<file path="config.mk">
export PLATFORM = sky130hd
export DESIGN_NAME = ilv_deser
export DESIGN_NICKNAME = d
export VERILOG_FILES = /design/src/rtl/ilv_pkg.sv /design/src/rtl/ilv_slot_fsm.sv /design/src/rtl/ilv_trim_bank.sv /design/src/rtl/ilv_trim_path.sv /design/src/rtl/ilv_gather.sv /design/src/rtl/ilv_deser.sv
export SDC_FILE = /design/constraint.sdc
export NUM_CORES = 2
export LEC_CHECK = 0
export ABC_AREA = 1
export BUFFER_PORTS_ARGS = -buffer_cell sky130_fd_sc_hd__buf_2
export CORE_MARGIN = 10
export CORE_UTILIZATION = 60
export DETAILED_ROUTE_END_ITERATION = 6
export PLACE_DENSITY = 0.76
export SYNTH_ARGS = -nofsm -noshare
export SYNTH_HDL_FRONTEND = slang
export SYNTH_SLANG_ARGS = --single-unit
</file>
<file path="constraint.sdc">
create_clock -name clk -period 12.3 [get_ports clk]
set_input_delay 1.845 -clock clk [delete_from_list [all_inputs] [get_ports clk]]
set_output_delay 1.845 -clock clk [all_outputs]
set_load 0.05 [all_outputs]
</file>
<file path="src/rtl/ilv_pkg.sv">
package ilv_pkg;

    localparam int SAMPLE_W  = 12;
    localparam int CORE_N    = 4;
    localparam int SPLIT_N   = 4;
    localparam int GAIN_W    = 16;
    localparam int GAIN_FRAC = 14;

    localparam int SLOT_W    = $clog2(SPLIT_N);
    localparam int CORE_SELW = $clog2(CORE_N);

    // Quarter of the sixteen-sample group being captured this cycle.
    typedef enum logic [SLOT_W-1:0] {
        SLOT_Q0 = 2'd0,
        SLOT_Q1 = 2'd1,
        SLOT_Q2 = 2'd2,
        SLOT_Q3 = 2'd3
    } slot_e;

    localparam logic [GAIN_W-1:0] GAIN_UNITY = GAIN_W'(1 << GAIN_FRAC);

endpackage

</file>
<file path="src/rtl/ilv_slot_fsm.sv">
module ilv_slot_fsm
    import ilv_pkg::*;
(
    input  logic              clk,
    input  logic              rst,
    output logic [SLOT_W-1:0] slot_idx
);

    slot_e state_q;
    slot_e state_d;

    // Next-state: advance one quarter per cycle, wrap after the last quarter.
    always_comb begin
        state_d = state_q;
        unique case (state_q)
            SLOT_Q0: state_d = SLOT_Q1;
            SLOT_Q1: state_d = SLOT_Q2;
            SLOT_Q2: state_d = SLOT_Q3;
            SLOT_Q3: state_d = SLOT_Q0;
        endcase
    end

    always_ff @(posedge clk) begin
        if (rst) begin
            state_q <= SLOT_Q0;
        end else begin
            state_q <= state_d;
        end
    end

    // Output decode: the slot index the captured samples belong to.
    always_comb begin
        slot_idx = '0;
        unique case (state_q)
            SLOT_Q0: slot_idx = SLOT_W'(0);
            SLOT_Q1: slot_idx = SLOT_W'(1);
            SLOT_Q2: slot_idx = SLOT_W'(2);
            SLOT_Q3: slot_idx = SLOT_W'(3);
        endcase
    end

endmodule

</file>
<file path="src/rtl/ilv_trim_bank.sv">
module ilv_trim_bank #(
    parameter int CORE_N    = ilv_pkg::CORE_N,
    parameter int SAMPLE_W  = ilv_pkg::SAMPLE_W,
    parameter int GAIN_W    = ilv_pkg::GAIN_W,
    parameter int GAIN_FRAC = ilv_pkg::GAIN_FRAC,
    localparam int SEL_W    = $clog2(CORE_N)
) (
    input  logic                       clk,
    input  logic                       rst,
    input  logic                       cfg_we,
    input  logic [SEL_W-1:0]           cfg_core,
    input  logic                       cfg_is_gain,
    input  logic [GAIN_W-1:0]          cfg_wdata,
    output logic [CORE_N*SAMPLE_W-1:0] offsets,
    output logic [CORE_N*GAIN_W-1:0]   gains
);

    localparam logic [GAIN_W-1:0] UNITY = GAIN_W'(1 << GAIN_FRAC);

    for (genvar c = 0; c < CORE_N; c++) begin : g_core
        logic                hit;
        logic [SAMPLE_W-1:0] off_q;
        logic [GAIN_W-1:0]   gain_q;

        assign hit = cfg_we && (cfg_core == SEL_W'(c));

        always_ff @(posedge clk) begin
            if (rst) begin
                off_q  <= '0;
                gain_q <= UNITY;
            end else if (hit) begin
                if (cfg_is_gain) begin
                    gain_q <= cfg_wdata;
                end else begin
                    off_q <= cfg_wdata[SAMPLE_W-1:0];
                end
            end
        end

        assign offsets[c*SAMPLE_W +: SAMPLE_W] = off_q;
        assign gains[c*GAIN_W +: GAIN_W]       = gain_q;
    end

endmodule

</file>
<file path="src/rtl/ilv_trim_path.sv">
module ilv_trim_path #(
    parameter int SAMPLE_W  = ilv_pkg::SAMPLE_W,
    parameter int GAIN_W    = ilv_pkg::GAIN_W,
    parameter int GAIN_FRAC = ilv_pkg::GAIN_FRAC
) (
    input  logic                clk,
    input  logic                rst,
    input  logic [SAMPLE_W-1:0] sample_in,
    input  logic [SAMPLE_W-1:0] offset,
    input  logic [GAIN_W-1:0]   gain,
    output logic [SAMPLE_W-1:0] corr_out
);

    localparam int DIFF_W = SAMPLE_W + 1;
    localparam int GS_W   = GAIN_W + 1;
    localparam int PROD_W = DIFF_W + GS_W;
    localparam int BIAS_W = PROD_W + 1;
    localparam int SCL_W  = BIAS_W - GAIN_FRAC;

    localparam logic signed [BIAS_W-1:0] RND    = BIAS_W'(1) <<< (GAIN_FRAC - 1);
    localparam logic signed [SCL_W-1:0]  SAT_HI = SCL_W'((1 << (SAMPLE_W - 1)) - 1);
    localparam logic signed [SCL_W-1:0]  SAT_LO = -SCL_W'(1 << (SAMPLE_W - 1));

    logic        [SAMPLE_W-1:0] samp_q;
    logic signed [DIFF_W-1:0]   diff;
    logic signed [GS_W-1:0]     gain_s;
    logic signed [PROD_W-1:0]   prod;
    logic signed [BIAS_W-1:0]   biased;
    logic signed [SCL_W-1:0]    scaled;
    logic        [SAMPLE_W-1:0] clamped;

    // Stage A: capture the raw sample.
    always_ff @(posedge clk) begin
        if (rst) begin
            samp_q <= '0;
        end else begin
            samp_q <= sample_in;
        end
    end

    // Offset first, then gain, then round half up and clamp.
    always_comb begin
        diff    = $signed({samp_q[SAMPLE_W-1], samp_q}) - $signed({offset[SAMPLE_W-1], offset});
        gain_s  = $signed({1'b0, gain});
        prod    = PROD_W'(diff) * PROD_W'(gain_s);
        biased  = BIAS_W'(prod) + RND;
        scaled  = $signed(biased[BIAS_W-1:GAIN_FRAC]);
        if (scaled > SAT_HI) begin
            clamped = SAT_HI[SAMPLE_W-1:0];
        end else if (scaled < SAT_LO) begin
            clamped = SAT_LO[SAMPLE_W-1:0];
        end else begin
            clamped = scaled[SAMPLE_W-1:0];
        end
    end

    // Stage B: registered corrected sample.
    always_ff @(posedge clk) begin
        if (rst) begin
            corr_out <= '0;
        end else begin
            corr_out <= clamped;
        end
    end

endmodule

</file>
<file path="src/rtl/ilv_gather.sv">
module ilv_gather #(
    parameter int CORE_N   = ilv_pkg::CORE_N,
    parameter int SPLIT_N  = ilv_pkg::SPLIT_N,
    parameter int SAMPLE_W = ilv_pkg::SAMPLE_W,
    localparam int SLOT_W  = $clog2(SPLIT_N),
    localparam int WORD_W  = CORE_N * SAMPLE_W,
    localparam int OUT_W   = SPLIT_N * WORD_W
) (
    input  logic              clk,
    input  logic              rst,
    input  logic              stage_vld,
    input  logic [SLOT_W-1:0] stage_slot,
    input  logic [WORD_W-1:0] stage_word,
    output logic              out_valid,
    output logic [OUT_W-1:0]  out_lanes
);

    localparam logic [SLOT_W-1:0] LAST_SLOT = SLOT_W'(SPLIT_N - 1);

    logic [OUT_W-1:0] assembled;
    logic             wrap;

    assign wrap = stage_vld && (stage_slot == LAST_SLOT);

    // Holding words for every slot but the last; the last bypasses them.
    for (genvar s = 0; s < SPLIT_N - 1; s++) begin : g_hold
        logic [WORD_W-1:0] hold_q;

        always_ff @(posedge clk) begin
            if (rst) begin
                hold_q <= '0;
            end else if (stage_vld && stage_slot == SLOT_W'(s)) begin
                hold_q <= stage_word;
            end
        end

        assign assembled[s*WORD_W +: WORD_W] = hold_q;
    end

    assign assembled[(SPLIT_N-1)*WORD_W +: WORD_W] = stage_word;

    always_ff @(posedge clk) begin
        if (rst) begin
            out_lanes <= '0;
            out_valid <= 1'b0;
        end else begin
            out_valid <= wrap;
            if (wrap) begin
                out_lanes <= assembled;
            end
        end
    end

endmodule

</file>
<file path="src/rtl/ilv_deser.sv">
module ilv_deser
    import ilv_pkg::*;
(
    input  logic                                 clk,
    input  logic                                 rst,
    input  logic [CORE_N*SAMPLE_W-1:0]           in_lanes,
    input  logic                                 cfg_we,
    input  logic [CORE_SELW-1:0]                 cfg_core,
    input  logic                                 cfg_is_gain,
    input  logic [GAIN_W-1:0]                    cfg_wdata,
    output logic                                 out_valid,
    output logic [SPLIT_N*CORE_N*SAMPLE_W-1:0]   out_lanes
);

    localparam int WORD_W = CORE_N * SAMPLE_W;

    logic [SLOT_W-1:0]        slot_now;
    logic [CORE_N*SAMPLE_W-1:0] offsets;
    logic [CORE_N*GAIN_W-1:0] gains;
    logic [WORD_W-1:0]        corr_word;

    // Slot tags travel alongside the two trim stages.
    logic              a_vld, b_vld;
    logic [SLOT_W-1:0] a_slot, b_slot;

    ilv_slot_fsm i_slot (
        .clk      (clk),
        .rst      (rst),
        .slot_idx (slot_now)
    );

    ilv_trim_bank #(
        .CORE_N    (CORE_N),
        .SAMPLE_W  (SAMPLE_W),
        .GAIN_W    (GAIN_W),
        .GAIN_FRAC (GAIN_FRAC)
    ) i_bank (
        .clk         (clk),
        .rst         (rst),
        .cfg_we      (cfg_we),
        .cfg_core    (cfg_core),
        .cfg_is_gain (cfg_is_gain),
        .cfg_wdata   (cfg_wdata),
        .offsets     (offsets),
        .gains       (gains)
    );

    for (genvar c = 0; c < CORE_N; c++) begin : g_path
        ilv_trim_path #(
            .SAMPLE_W  (SAMPLE_W),
            .GAIN_W    (GAIN_W),
            .GAIN_FRAC (GAIN_FRAC)
        ) i_path (
            .clk       (clk),
            .rst       (rst),
            .sample_in (in_lanes[c*SAMPLE_W +: SAMPLE_W]),
            .offset    (offsets[c*SAMPLE_W +: SAMPLE_W]),
            .gain      (gains[c*GAIN_W +: GAIN_W]),
            .corr_out  (corr_word[c*SAMPLE_W +: SAMPLE_W])
        );
    end

    always_ff @(posedge clk) begin
        if (rst) begin
            a_vld  <= 1'b0;
            b_vld  <= 1'b0;
            a_slot <= '0;
            b_slot <= '0;
        end else begin
            a_vld  <= 1'b1;
            a_slot <= slot_now;
            b_vld  <= a_vld;
            b_slot <= a_slot;
        end
    end

    ilv_gather #(
        .CORE_N   (CORE_N),
        .SPLIT_N  (SPLIT_N),
        .SAMPLE_W (SAMPLE_W)
    ) i_gather (
        .clk        (clk),
        .rst        (rst),
        .stage_vld  (b_vld),
        .stage_slot (b_slot),
        .stage_word (corr_word),
        .out_valid  (out_valid),
        .out_lanes  (out_lanes)
    );

endmodule

</file>
After elaboration in Yosys (flattened, before gate mapping):

Cells that the tools add are included.
W data, S select, Z words.

* add/sub/neg operators: 8
* multipliers: 4
* magnitude comparators: 8
* equality and inequality tests: 9
* muxes and demuxes: 11
* bitwise gates (word level): 1
* reduce and logical (&&, ||, !) cells: 23

Operator list (number)
* $add A30 B15 Y31 const B: 4
* $mul A13 B17 Y30: 4
* $gt A17 B12 Y1 const B: 4
* $lt A17 B12 Y1 const B: 4
* $sub A12 B12 Y13: 4
* $mux W12: 4
* $mux W11: 4
* $pmux W2 S4: 2
* $reduce_and A2 Y1: 8
* $eq A2 B2 Y1 const B: 6
* $logic_and A1 B1 Y1: 8
* $reduce_or A2 Y1: 4
* $eq A2 B1 Y1 const B: 3
* $logic_not A2 Y1: 3
* $mux W1: 1
* $not A1 Y1: 1

* register bits: 553
* input bits: 70
* logic and storage cells: 94

Longest topological paths before layout:

* depth after elaboration: 6
* mapped depth: 41
* depth with buffers taken out: 41

Hierarchy:

Synthesis repeated with hierarchy kept, for this count alone.

* cell total of the unflattened synthesis: 7385
* area, all modules: 52771.9 sq um

By module, submodules not included
* ilv_gather: times used 1, cells each 2145, area an instance 13765.7 sq um, sequential area each 6746.5 sq um
* ilv_trim_path (g_path[3].i_path): times used 1, cells each 1125, area an instance 8562.0 sq um, sequential area each 480.5 sq um
* ilv_trim_path (g_path[0].i_path): times used 1, cells each 1128, area an instance 8534.4 sq um, sequential area each 480.5 sq um
* ilv_trim_path (g_path[2].i_path): times used 1, cells each 1127, area an instance 8526.9 sq um, sequential area each 480.5 sq um
* ilv_trim_path (g_path[1].i_path): times used 1, cells each 1127, area an instance 8503.2 sq um, sequential area each 480.5 sq um
* ilv_trim_bank: times used 1, cells each 701, area an instance 4591.9 sq um, sequential area each 2242.2 sq um
* ilv_deser: times used 1, cells each 17, area an instance 161.4 sq um, sequential area each 120.1 sq um
* ilv_slot_fsm: times used 1, cells each 15, area an instance 126.4 sq um, sequential area each 40.0 sq um

Worst setup path after synthesis:

Ideal clock, no wire load.

* path type: register to register
* start: reg g_path[3].i_path.samp_q[0]
* end: reg g_path[3].i_path.corr_out[4]
* library setup time: 0.138 ns
* arrival: 6.652 ns
* data required time: 12.162 ns
* slack: 5.509 ns
* cell stages (with the launch flop): 36
* period minus slack after synthesis: 6.791 ns
* cells stage by stage: dfxtp_1 -> inv_1 -> ha_1 -> fa_1 -> nand3b_1 -> nand2_1 -> a21oi_1 -> o21ai_0 -> or2_2 -> nand2_1 -> inv_1 -> clkbuf_1 -> nand2_1 -> fa_1 -> fa_1 -> inv_1 -> fa_1 -> fa_1 -> fa_1 -> inv_1 -> fa_1 -> inv_1 -> ha_1 -> nand2_1 -> inv_1 -> nand2_1 -> nand3_1 -> nand2_1 -> nand2_1 -> a21oi_1 -> nand3_1 -> nand2_1 -> nand3_1 -> o21ai_1 -> buf_4 -> a21oi_1

* cells in the longest elaborated chain, start to end: 6

RTL lines
* start: declaration: RTL line ilv_trim_path.sv:24 `logic [SAMPLE_W-1:0] samp_q;`
* start signal: assignment: RTL line ilv_trim_path.sv:37 `samp_q <= sample_in;`
* $sub A12 B12 Y13 (*): RTL line ilv_trim_path.sv:43 `diff = $signed({samp_q[SAMPLE_W-1], samp_q}) - $signed({offset[SAMPLE_W-1], offset});`
* $mul A13 B17 Y30 (*): RTL line ilv_trim_path.sv:45 `prod = PROD_W'(diff) * PROD_W'(gain_s);`
* $add A30 B15 Y31 (*): RTL line ilv_trim_path.sv:46 `biased = BIAS_W'(prod) + RND;`
* $lt A17 B12 Y1: RTL line ilv_trim_path.sv:50 `end else if (scaled < SAT_LO) begin`
* $mux W12: RTL line ilv_trim_path.sv:50
* $mux W11 (*): RTL line ilv_trim_path.sv:48 `if (scaled > SAT_HI) begin`
* end signal: assignment: RTL line ilv_trim_path.sv:62 `corr_out <= clamped;`
* end: declaration: RTL line ilv_trim_path.sv:11 `output logic [SAMPLE_W-1:0] corr_out`

Mark *: on every way between the ends. The rest lies on a longest branch, timed or not.
A chain may end at the register's enable or synchronous reset.

Final worst setup path:

* start: reg i_bank.g_core[3].off_q[2]
* end: reg g_path[3].i_path.corr_out[10]

* cells in the longest elaborated chain, start to end: 6

RTL lines
* start: declaration: RTL line ilv_trim_bank.sv:22 `logic [SAMPLE_W-1:0] off_q;`
* start signal: assignment: RTL line ilv_trim_bank.sv:35 `off_q <= cfg_wdata[SAMPLE_W-1:0];`
* $sub A12 B12 Y13 (*): RTL line ilv_trim_path.sv:43
* $mul A13 B17 Y30 (*): RTL line ilv_trim_path.sv:45
* $add A30 B15 Y31 (*): RTL line ilv_trim_path.sv:46
* $lt A17 B12 Y1: RTL line ilv_trim_path.sv:50
* $mux W12: RTL line ilv_trim_path.sv:50
* $mux W11 (*): RTL line ilv_trim_path.sv:48

Marks and branches as above.

==> flow_summary_export.csv <==
group,metric,value,unit
detailed_routing,wl_per_cell,18.51,um
timing,tightest_slew,1118,ps
yosys,syn_area_per_cell,7.764,um2
place,place.gp.congestion,0.9704,
yosys,seq_area_frac_synth,0.2233,
worst_setup_path,worstPathRequired,12780,ps
clock_tree,htree_levels,2,
clock_tree,postCtsSetupBuffers,0,
timing,drv_slew,0,
pwr,vdd_drop_max,0.0001337,V
timing,slew_headroom,0.2525,
die,io_pins,263,
worst_setup_path,worst_setup_path_end_kind,"flip-flop",
timing,rsz0062_at_grt,"false",
clock_tree,path_clk_slew,60,ps
detailed_routing,dr.first_iter.drc_count,3460,
timing,skew,38.82,ps
worst_setup_path,crit_start,"i_bank.g_core[3].off_q[2]",
clock_tree,cts_resized,0,
clock_tree,cts_tree,"done",
global_route,overflow,0,
final_layout,num-nets-final,7600,
worst_setup_path,r2r_slack,4470,ps
die,die_height,307.4,um
final_layout,fillers,7217,
global_route,grt_start_max_net_pins,118,
final_layout,drive_gt1_frac,0.08323,
detailed_routing,first_pass_iters,6,
worst_setup_path,reg2reg_from,"i_bank.g_core[3].off_q[2]",
yosys,synth_common_cells,"nand2_1 (1280), inv_1 (1057), nor2_1 (754)",
die,die-area,94520,um2
detailed_routing,remaining_drc_errors,0,
yosys,synth.distinct_cells,49,
global_route,grt_antenna_before_repair,4,
timing,fin_ws,4474,ps
yosys,synthTopCellsByArea,"fa_1 (25%), dfxtp_1 (22%), ha_1 (12%), nand2_1 (9.7%), inv_1 (8.0%)",
timing,fin_crit_sh,0.6362,
worst_setup_path,slowest_stage,"o21ai_1",
timing,fmax,127.8,MHz
yosys,yosys_warnings,0,
job,max-cap-violations,0,
worst_setup_path,cp-endpoint,"g_path[3].i_path.corr_out[10]",
timing,hold_violations,0,
worst_setup_path,setup.worst_path.class,"flip-flop to flip-flop",
worst_setup_path,critPathMaxStageDelay,650,ps
place,place_area,51340,um2
yosys,syn_area,49580,um2
worst_setup_path,arrival,8310,ps
detailed_routing,vias_per_cell,5.573,
yosys,syn_inst,6385,
clock_tree,cts.path.max_buffers,3,
worst_hold_path,whs_path_depth,2,
worst_setup_path,start_kind,"flip-flop",
yosys,syn_nets,7531,
clock_tree,clock_latency,660,ps
yosys,synthFlopType,"dfxtp_1",
worst_hold_path,hold_path.class,"flip-flop to flip-flop",
place,io_buffers,262,
global_route,grt_pass1_vias,42990,
clock_tree,cts_made_buffers,58,
final_layout,design_area,53300,um2
final_layout,syn_to_final_growth,7.516,%
place,hpwl,108400,um
yosys,ys_ff_latch,553,
detailed_routing,vias,42190,
die,initial_core_util,0.6047,
detailed_routing,drtAntennaViolNets,0,
detailed_routing,drt-total-wl,140200,um
clock_tree,cts_hold_buf,0,
die,die_width,307.4,um
yosys,synth_enable_flop_cells,0,
yosys,synth_top_area_frac,0.2488,
clock_tree,clock-sinks,553,
die,rows,105,
global_route,grt_pass1_wl,228100,um
worst_setup_path,cp_common_cell,"nand2_1",
clock_tree,ctsRootBufferMaster,"clkbuf_16",
timing,post-route-min-period,7826,ps
place,dp_slack,4519,ps
yosys,yosysMostFrequentCell,"nand2_1",
pwr,p_leak,0.02690,uW
pwr,pwr_density_cell,153.3,nW/um2
timing,tns,0,ps
worst_setup_path,r2r-end,"g_path[3].i_path.corr_out[10]",
timing,finalSetupViolations,0,
yosys,async_flop_share,0,
worst_setup_path,ff2ff_path_depth,34,
yosys,yosysTopAreaCell,"fa_1",
worst_setup_path,crit_fanout,16,
die,coreArea,81980,um2
outcome,outcome,"finished, final reports clean",
global_route,track_usage,0.2987,
-- state kept, by name (all words and copies together) (netlist names), 2 cells and up --
| signal | count |
|---|---|
| i_gather.g_hold.hold_q | 144 |
| i_bank.g_core.gain_q | 64 |
| i_bank.g_core.off_q | 48 |
| i_gather.out_lanes | 192 |
| g_path.i_path.corr_out | 48 |
| a_slot | 2 |
| i_slot.state_q | 2 |
| g_path.i_path.samp_q | 48 |
| b_slot | 2 |
-- stage by stage --
stage	util	hold WS (ps)	total power (uW)	instances
floorplan	-	388.3	5169	6385
global route	0.6502	422.4	8835	7570
global placement	0.6262	382.7	6323	7464
finish	0.6502	395.1	8170	7571
detailed placement	0.6262	385.1	6352	7464
CTS	0.6502	395.6	8170	7570
-- how the worst min path moves through the flow --
stage          startpoint         to  slack, ps
4_1_cts         a_slot[0]  b_slot[0]        400
3_3_place_gp    a_slot[0]  b_slot[0]        380
5_1_grt         a_slot[1]  b_slot[1]        420
6_report        a_slot[0]  b_slot[0]        400
3_5_place_dp    a_slot[0]  b_slot[0]        390
2_1_floorplan   a_slot[0]  b_slot[0]        390
-- power by group --
group	leakage [uW]	switching (uW)	internal, uW
logic	0.0214	2730	1520
registers	0.00450	218	1920
clock network	0.000956	772	1010
total	0.0269	3720	4450
-- placed cells by master (no fill, tap or decap), types with 6 or more instances in the layout --
cell	count
a21o_1	15
a21oi_1	457
a21oi_2	31
a31oi_1	18
buf_2	261
buf_4	26
clkbuf_1	10
clkbuf_16	58
clkbuf_8	16
clkinv_1	17
clkinv_2	11
dfxtp_1	552
fa_1	616
ha_1	460
inv_1	1054
inv_2	15
nand2_1	1279
nand2_2	23
nand3_1	277
nand3b_1	8
nand4_1	10
nor2_1	752
nor2_2	20
nor3_1	27
nor4_1	7
o2111ai_1	6
o21ai_0	270
o21ai_1	20
o21bai_1	17
o221ai_1	6
or2_2	47
xnor2_1	40
xor2_1	21
-- logic make-up (layout without fill, tap and decap cells) --
group	after synthesis	after routing	share of synthesized area
compound gates	850	850	0.09172
xor+xnor	64	64	0.01176
fa+ha+maj	1076	1076	0.3648
buf+inv	1367	1482	0.1051
flops	553	553	0.2233
other cells	0	1	0
simple gates	2475	2475	0.2033
-- area by class of cell --
class,instances,area [um2],area share
clock buffer,84,1709,0.03207
timing repair buffer,288,1516,0.02845
sequential,553,11070,0.2078
tap,1070,1339,0.02512
multi-input combinational,4465,33310,0.6250
antenna,1,2.502,0.00004695
clock inverter,22,252.7,0.004742
inverter,1088,4094,0.07681
-- worst max-delay path: cells and delay by family, from the launching register on --
kind	cells	cell delay, ps
and+or+nand+nor	12	1280
DFF	1	320
AOI/OAI and AO/OA	7	1600
buffers and inverters	6	320
adders and majority gates	8	3510
xor gates and xnor gates	1	620
-- metal layers --
layer / up-vias / track usage / share of wire
li1: 19840 / - / -
met5: - / 0 / 0.00019
met1: 20160 / 0.3741 / 0.40
met3: 448 / 0.04109 / 0.072
met4: 4 / 0.1627 / 0.061
met2: 1741 / 0.4961 / 0.47
Note: power is estimated with default switching activity, not from simulation.
